### config.mk
export PLATFORM = sky130hd
export DESIGN_NAME = pmmbox_top
export DESIGN_NICKNAME = d
export VERILOG_FILES = /design/src/rtl/pmmbox_pkg.sv /design/src/rtl/pmmbox_ctrl.sv /design/src/rtl/pmmbox_dpath.sv /design/src/rtl/pmmbox_top.sv
export SDC_FILE = /design/constraint.sdc
export NUM_CORES = 1
export LEC_CHECK = 0
export BUFFER_PORTS_ARGS = -buffer_cell sky130_fd_sc_hd__buf_2
export CAP_MARGIN = 20
export CORE_MARGIN = 2
export CORE_UTILIZATION = 45
export CTS_CLUSTER_DIAMETER = 200
export CTS_CLUSTER_SIZE = 30
export DETAILED_ROUTE_END_ITERATION = 7
export PLACE_DENSITY = 0.78
export SETUP_SLACK_MARGIN = 0.05
export SYNTH_ARGS = -nofsm -noshare
export SYNTH_HDL_FRONTEND = slang
export SYNTH_SLANG_ARGS = --single-unit
### constraint.sdc
create_clock -name clk -period 2.1 [get_ports clk]
set_input_delay 0.42 -clock clk [delete_from_list [all_inputs] [get_ports clk]]
set_output_delay 0.42 -clock clk [all_outputs]
set_load 0.05 [all_outputs]
### src/rtl/pmmbox_pkg.sv
package pmmbox_pkg;

  // Command codes understood by the co-processor
  typedef enum logic [6:0] {
    CMD_CLK_HALT    = 7'h00,
    CMD_KEY_RANDOM  = 7'h4A,
    CMD_KEY_RESTORE = 7'h55,
    CMD_KEY_FIXED   = 7'h63
  } mboxCmd_e;

  localparam logic [7:0] RES_OK   = 8'h00;
  localparam logic [7:0] RES_FAIL = 8'hFE;

  localparam int OVR_BIT  = 31;
  localparam int CODE_LSB = 1;
  localparam int CODE_W   = 7;

  // Strobes from control to datapath
  typedef struct packed {
    logic busy;
    logic startCmd;
    logic rejectStart;
    logic clearAll;
    logic finishOk;
    logic finishFail;
  } mboxStrobe_t;

endpackage

### src/rtl/pmmbox_ctrl.sv
module pmmbox_ctrl
  import pmmbox_pkg::*;
#(
  parameter int TIMEOUT_CYCLES = 100_000_000
) (
  input  logic        clk,
  input  logic        rstN,
  input  logic        wrEn,
  input  logic        wrZero,
  input  logic        wrStart,
  input  logic        respDone,
  input  logic        respFail,
  output mboxStrobe_t strobes
);

  localparam int CNT_W = $clog2(TIMEOUT_CYCLES + 1);
  localparam logic [CNT_W-1:0] CNT_LAST = CNT_W'(TIMEOUT_CYCLES - 1);

  logic             busy;
  logic             armed;
  logic [CNT_W-1:0] waitCnt;

  logic idleZero, startOk, reject, expire, doneNow, finOk, finFail;

  always_comb begin
    idleZero = wrEn && wrZero && !busy;
    startOk  = wrEn && wrStart && !busy && armed;
    reject   = wrEn && wrStart && busy;
    doneNow  = busy && respDone;
    expire   = busy && (waitCnt == CNT_LAST);
    finOk    = doneNow && !respFail;
    // a completion on the expiring edge outranks the timeout
    finFail  = (doneNow && respFail) || (expire && !respDone);
  end

  always_ff @(posedge clk) begin
    if (!rstN) begin
      busy    <= 1'b0;
      armed   <= 1'b0;
      waitCnt <= '0;
    end else begin
      if (startOk) begin
        busy    <= 1'b1;
        armed   <= 1'b0;
        waitCnt <= '0;
      end else if (finOk || finFail) begin
        busy    <= 1'b0;
        waitCnt <= '0;
      end else if (busy) begin
        waitCnt <= waitCnt + 1'b1;
      end
      if (idleZero) armed <= 1'b1;
    end
  end

  always_comb begin
    strobes.busy        = busy;
    strobes.startCmd    = startOk;
    strobes.rejectStart = reject;
    strobes.clearAll    = idleZero;
    strobes.finishOk    = finOk;
    strobes.finishFail  = finFail;
  end

endmodule

### src/rtl/pmmbox_dpath.sv
module pmmbox_dpath
  import pmmbox_pkg::*;
(
  input  logic              clk,
  input  logic              rstN,
  input  mboxStrobe_t       strobes,
  input  logic [CODE_W-1:0] wrCode,
  output logic [31:0]       rdData,
  output logic              cmdValid,
  output logic [CODE_W-1:0] cmdCode
);

  logic [CODE_W-1:0] codeReg;
  logic [7:0]        resultReg;
  logic              overrun;
  logic              validReg;

  always_ff @(posedge clk) begin
    if (!rstN) begin
      codeReg   <= '0;
      resultReg <= '0;
      overrun   <= 1'b0;
      validReg  <= 1'b0;
    end else begin
      validReg <= strobes.startCmd;
      if (strobes.startCmd) codeReg <= wrCode;
      if (strobes.clearAll) begin
        resultReg <= '0;
        overrun   <= 1'b0;
      end else begin
        if (strobes.finishOk)    resultReg <= RES_OK;
        if (strobes.finishFail)  resultReg <= RES_FAIL;
        if (strobes.rejectStart) overrun   <= 1'b1;
      end
    end
  end

  always_comb begin
    rdData          = '0;
    rdData[OVR_BIT] = overrun;
    if (strobes.busy) begin
      rdData[CODE_LSB +: CODE_W] = codeReg;
      rdData[0]                  = 1'b1;
    end else begin
      rdData[7:0] = resultReg;
    end
    cmdValid = validReg;
    cmdCode  = codeReg;
  end

endmodule

### src/rtl/pmmbox_top.sv
module pmmbox_top
  import pmmbox_pkg::*;
#(
  parameter int CLK_HZ     = 100_000_000,
  parameter int TIMEOUT_US = 1_000_000
) (
  input  logic        clk,
  input  logic        rstN,
  input  logic        regWrEn,
  input  logic [31:0] regWrData,
  output logic [31:0] regRdData,
  output logic        cmdValid,
  output logic [6:0]  cmdCode,
  input  logic        respDone,
  input  logic        respFail
);

  localparam int TIMEOUT_CYCLES = (CLK_HZ / 1_000_000) * TIMEOUT_US;

  mboxStrobe_t strobes;

  pmmbox_ctrl #(.TIMEOUT_CYCLES(TIMEOUT_CYCLES)) u_ctrl (
    .clk      (clk),
    .rstN     (rstN),
    .wrEn     (regWrEn),
    .wrZero   (regWrData == 32'h0),
    .wrStart  (regWrData[0]),
    .respDone (respDone),
    .respFail (respFail),
    .strobes  (strobes)
  );

  pmmbox_dpath u_dpath (
    .clk      (clk),
    .rstN     (rstN),
    .strobes  (strobes),
    .wrCode   (regWrData[CODE_LSB +: CODE_W]),
    .rdData   (regRdData),
    .cmdValid (cmdValid),
    .cmdCode  (cmdCode)
  );

endmodule

==> metrics.md <==
| Metric | Value |
|---|---|
| CTS tree | `built` |
| Detail Placement HPWL | `between 3000 and 4000 µm` |
| Gate Count Post-Synth | `about 250` |
| Clk buf depth | `2` |
| Commonest cells after routing, fill and taps aside | `53 x buf_2, 40 x nand2_1, 36 x dfxtp_1` |
| Sw Share | `27.6%` |
| GRT overflow | `0` |
| Period utilisation layout | `just over 90%` |
| Most common cell after layout, fill and taps aside | `buf_2` |
| Fmax | `0.513 GHz` |
| Clock power frac | `a little over a third` |
| Setup WS post-layout | `approximately 0.15 ns` |
| Port Buffers | `between 50 and 60` |
| Critical Path AT | `around 2.2 ns` |
| Die area | `between 5000 and 6000 µm²` |
| Initial Utilization | `a little under half` |
| Count of cell types in the netlist | `42` |
| Clk sink count | `39` |
| Peak fanout along the critical path | `11` |
| CP Class | `reg -> reg` |
| CTS Root Cell | `clkbuf_8` |
| Mapped Area | `2170 µm²` |
| Die height | `73.5 µm` |
| RSZ-0062 raised after global routing | `false` |
| Dpl cells | `about 360` |
| Layout cells sized above 1 | `between 20% and 30%` |
| Sequential cell area | `a little under 800 µm²` |
| Post-route DRC | `0` |
| Largest net degree at the start of global routing | `28` |
| Final nets | `approximately 350` |
| Clock Skews | `0.00664 ns` |
| Max IR drop VDD | `between 0.3 and 0.4 mV` |
| Row Count | `25` |
| Initial antenna violation count | `0` |
| Internal | `between 0.0009 and 0.001 W` |
| # Max-Cap Violations | `0` |
| Pwr Total | `approximately 0.0014 W` |
| Post-Place Worst Slack | `around 0.08 ns` |
| Startpoint types | `register` |
| Clock slew at reported path FFs | `about 0.070 ns` |
| Wire length per cell | `approximately 13 µm` |
| Drt pass-1 iters | `4` |
| Iter 0 DRT Violations | `110` |
| Post-Layout Cell Count | `between 300 and 400` |
| Vias/cell | `about 5.4` |
| First-pass GRT wire length | `a little over 8000 µm` |
| Synthesis-to-layout area growth | `15.8%` |
| Worst EP required | `2.32 ns` |
| Final period demand of the worst path | `1.95 ns` |
| Area contributors post-synth | `dfxtp_1 36%, buf_4 8.6%, nand2_1 6.9%, nor3_1 4.1%, a211oi_1 3.5%` |
| Inserted Diodes | `0` |
| Seq/Total Area, Yosys | `between 30 and 40%` |
| Final Max Slew Viols | `0` |
| Synth warnings | `0` |
| IO Count | `a little under 80` |
| CTS Hold Buffers Added | `0` |
| Final setup violation count | `0` |
| HP Class | `in -> reg` |
| Vias in the first global route | `1,749` |
| Yosys top cell area share | `a little over a third` |
| ANT nets after route | `0` |
| Die Wd | `73.5 µm` |
| Area of the multi-input gates | `between 1000 and 1500 µm²` |
| Drt total wl | `just under 5000 µm` |
| Synth area leader | `dfxtp_1` |
| Syn Area/Cell | `between 8 and 9 µm²` |
| Seq pwr share | `a little over half` |
| Via count | `approximately 2,000` |
| H-tree levels | `2` |
| Clock latency on the worst-skew pair | `0.30 ns` |
| Core footprint | `roughly 4700 µm²` |
| Clock buffer count from CTS | `5` |
| Power Density | `between 500 and 600 nW/µm²` |
| Leak | `0.997 nW` |
| Critical Path End Type | `register` |
| Gate power share | `10.8%` |
| FF+latch count, synth | `39` |
| Gpl congestion | `~0.8` |
| Filler cells | `about 450` |
| All-Layer GR Usage | `around 19%` |
| Setup TNS | `0 ns` |
| P_sw | `0.000380 W` |
| Final Hold Viols | `0` |
| Status | `completed` |
## cell type report
type / instances / share of cell area, %
Sequential cell: 39 / 31.2
Tap cell: 54 / 2.69
Multi-Input combinational cell: 199 / 48.7
Clock buffer: 5 / 2.74
Timing Repair Buffer: 64 / 13.8
Inverter: 2 / 0.299
Clock inverter: 3 / 0.597
## synth_stat cells
cell type	count
nand2b_1	3
o41a_1	1
or3_4	1
nor4bb_1	1
nor2_1	1
nor4b_1	1
xnor2_1	7
ha_1	1
o21a_1	2
conb_1	1
buf_4	25
a31oi_1	1
mux2i_1	1
buf_2	4
and4_1	4
or4_4	2
and3_1	4
o21ai_0	5
nand4_1	9
or3_1	4
dfxtp_1	39
nand4b_1	1
nand4_4	1
xor2_1	7
nand2_1	40
nand3_1	9
clkbuf_1	5
or4_1	6
inv_1	2
nor4_1	10
a211oi_2	2
nor3b_1	3
buf_6	2
o31ai_4	1
o31ai_1	8
a21boi_0	7
and2_1	2
nor3_1	18
a21oi_1	1
a211oi_1	10
o21bai_1	1
nand3b_1	1
## cell families after synthesis
kind of cell | synth area share [%]
simple gates | 31.4
compound gates | 14.0
flops | 35.9
buf+inv | 11.8
xor+xnor | 5.65
fa+ha+maj | 0.576
other cells | 0.173
mux | 0.461
## state kept, by name (all words and copies together), names as in the netlist
name and count:
u_dpath.resultReg 1, u_ctrl.armed 1, u_ctrl.busy 1, u_dpath.cmdCode 7, u_dpath.cmdValid 1, u_ctrl.waitCnt 27, u_dpath.overrun 1
## timing repair
action,4_1_cts,5_1_grt
setup buffers,0,2
pin swaps,0,3
gates resized for setup,1,5
setup endpoints to repair,7,13
cloned,0,0
## power by group through the flow
stage	clock network (W)	logic [W]	registers (W)
after CTS	0.000502	0.000148	0.000739
after floorplan	0	0.000140	0.000756
after global routing	0.000534	0.000159	0.000739
after global placement	0	0.000147	0.000756
after detailed placement	0	0.000148	0.000756
final	0.000491	0.000149	0.000739
## worst max-delay path, cell delays in order, from the launching register on
cell and delay (ns):
dfxtp_1 0.41, nand4_1 0.22, or3_4 0.49, or4_1 0.53, a211oi_1 0.23
## per-stage QoR
| stage | hold WS [ns] | instance area (µm²) | utilization (%) |
|---|---|---|---|
| after global placement | 0.464 | 2410 | 51.3 |
| after detailed placement | 0.475 | 2410 | 51.3 |
| after CTS | 0.371 | 2490 | 53.1 |
| final | 0.373 | 2510 | 53.6 |
| after global routing | 0.386 | 2510 | 53.6 |
| after floorplan | 0.454 | 2250 | - |
## routing by layer
metal / up-vias / track usage, % / wire [µm] / share of wire, %
met5: - / 0 / 0 / 0
met4: 0 / 10.5 / 136 / 2.8
met3: 13 / 3.16 / 206 / 4.3
met2: 61 / 29.5 / 2300 / 48
met1: 909 / 25.7 / 2190 / 45
li1: 1008 / - / - / -
## worst paths after layout
kind	start	endpoint	slack, ns	cells past startpoint
setup / recovery	u_ctrl.waitCnt[4]	u_ctrl.waitCnt[26]	0.15	4
hold / removal	regWrData[5]	u_dpath.cmdCode[4]	0.37	3
setup reg to reg	u_ctrl.waitCnt[4]	u_ctrl.waitCnt[26]	0.15	4
hold reg to reg	u_dpath.cmdCode[4]	u_dpath.cmdCode[4]	0.48	2
(Power assumes the default switching activity.)
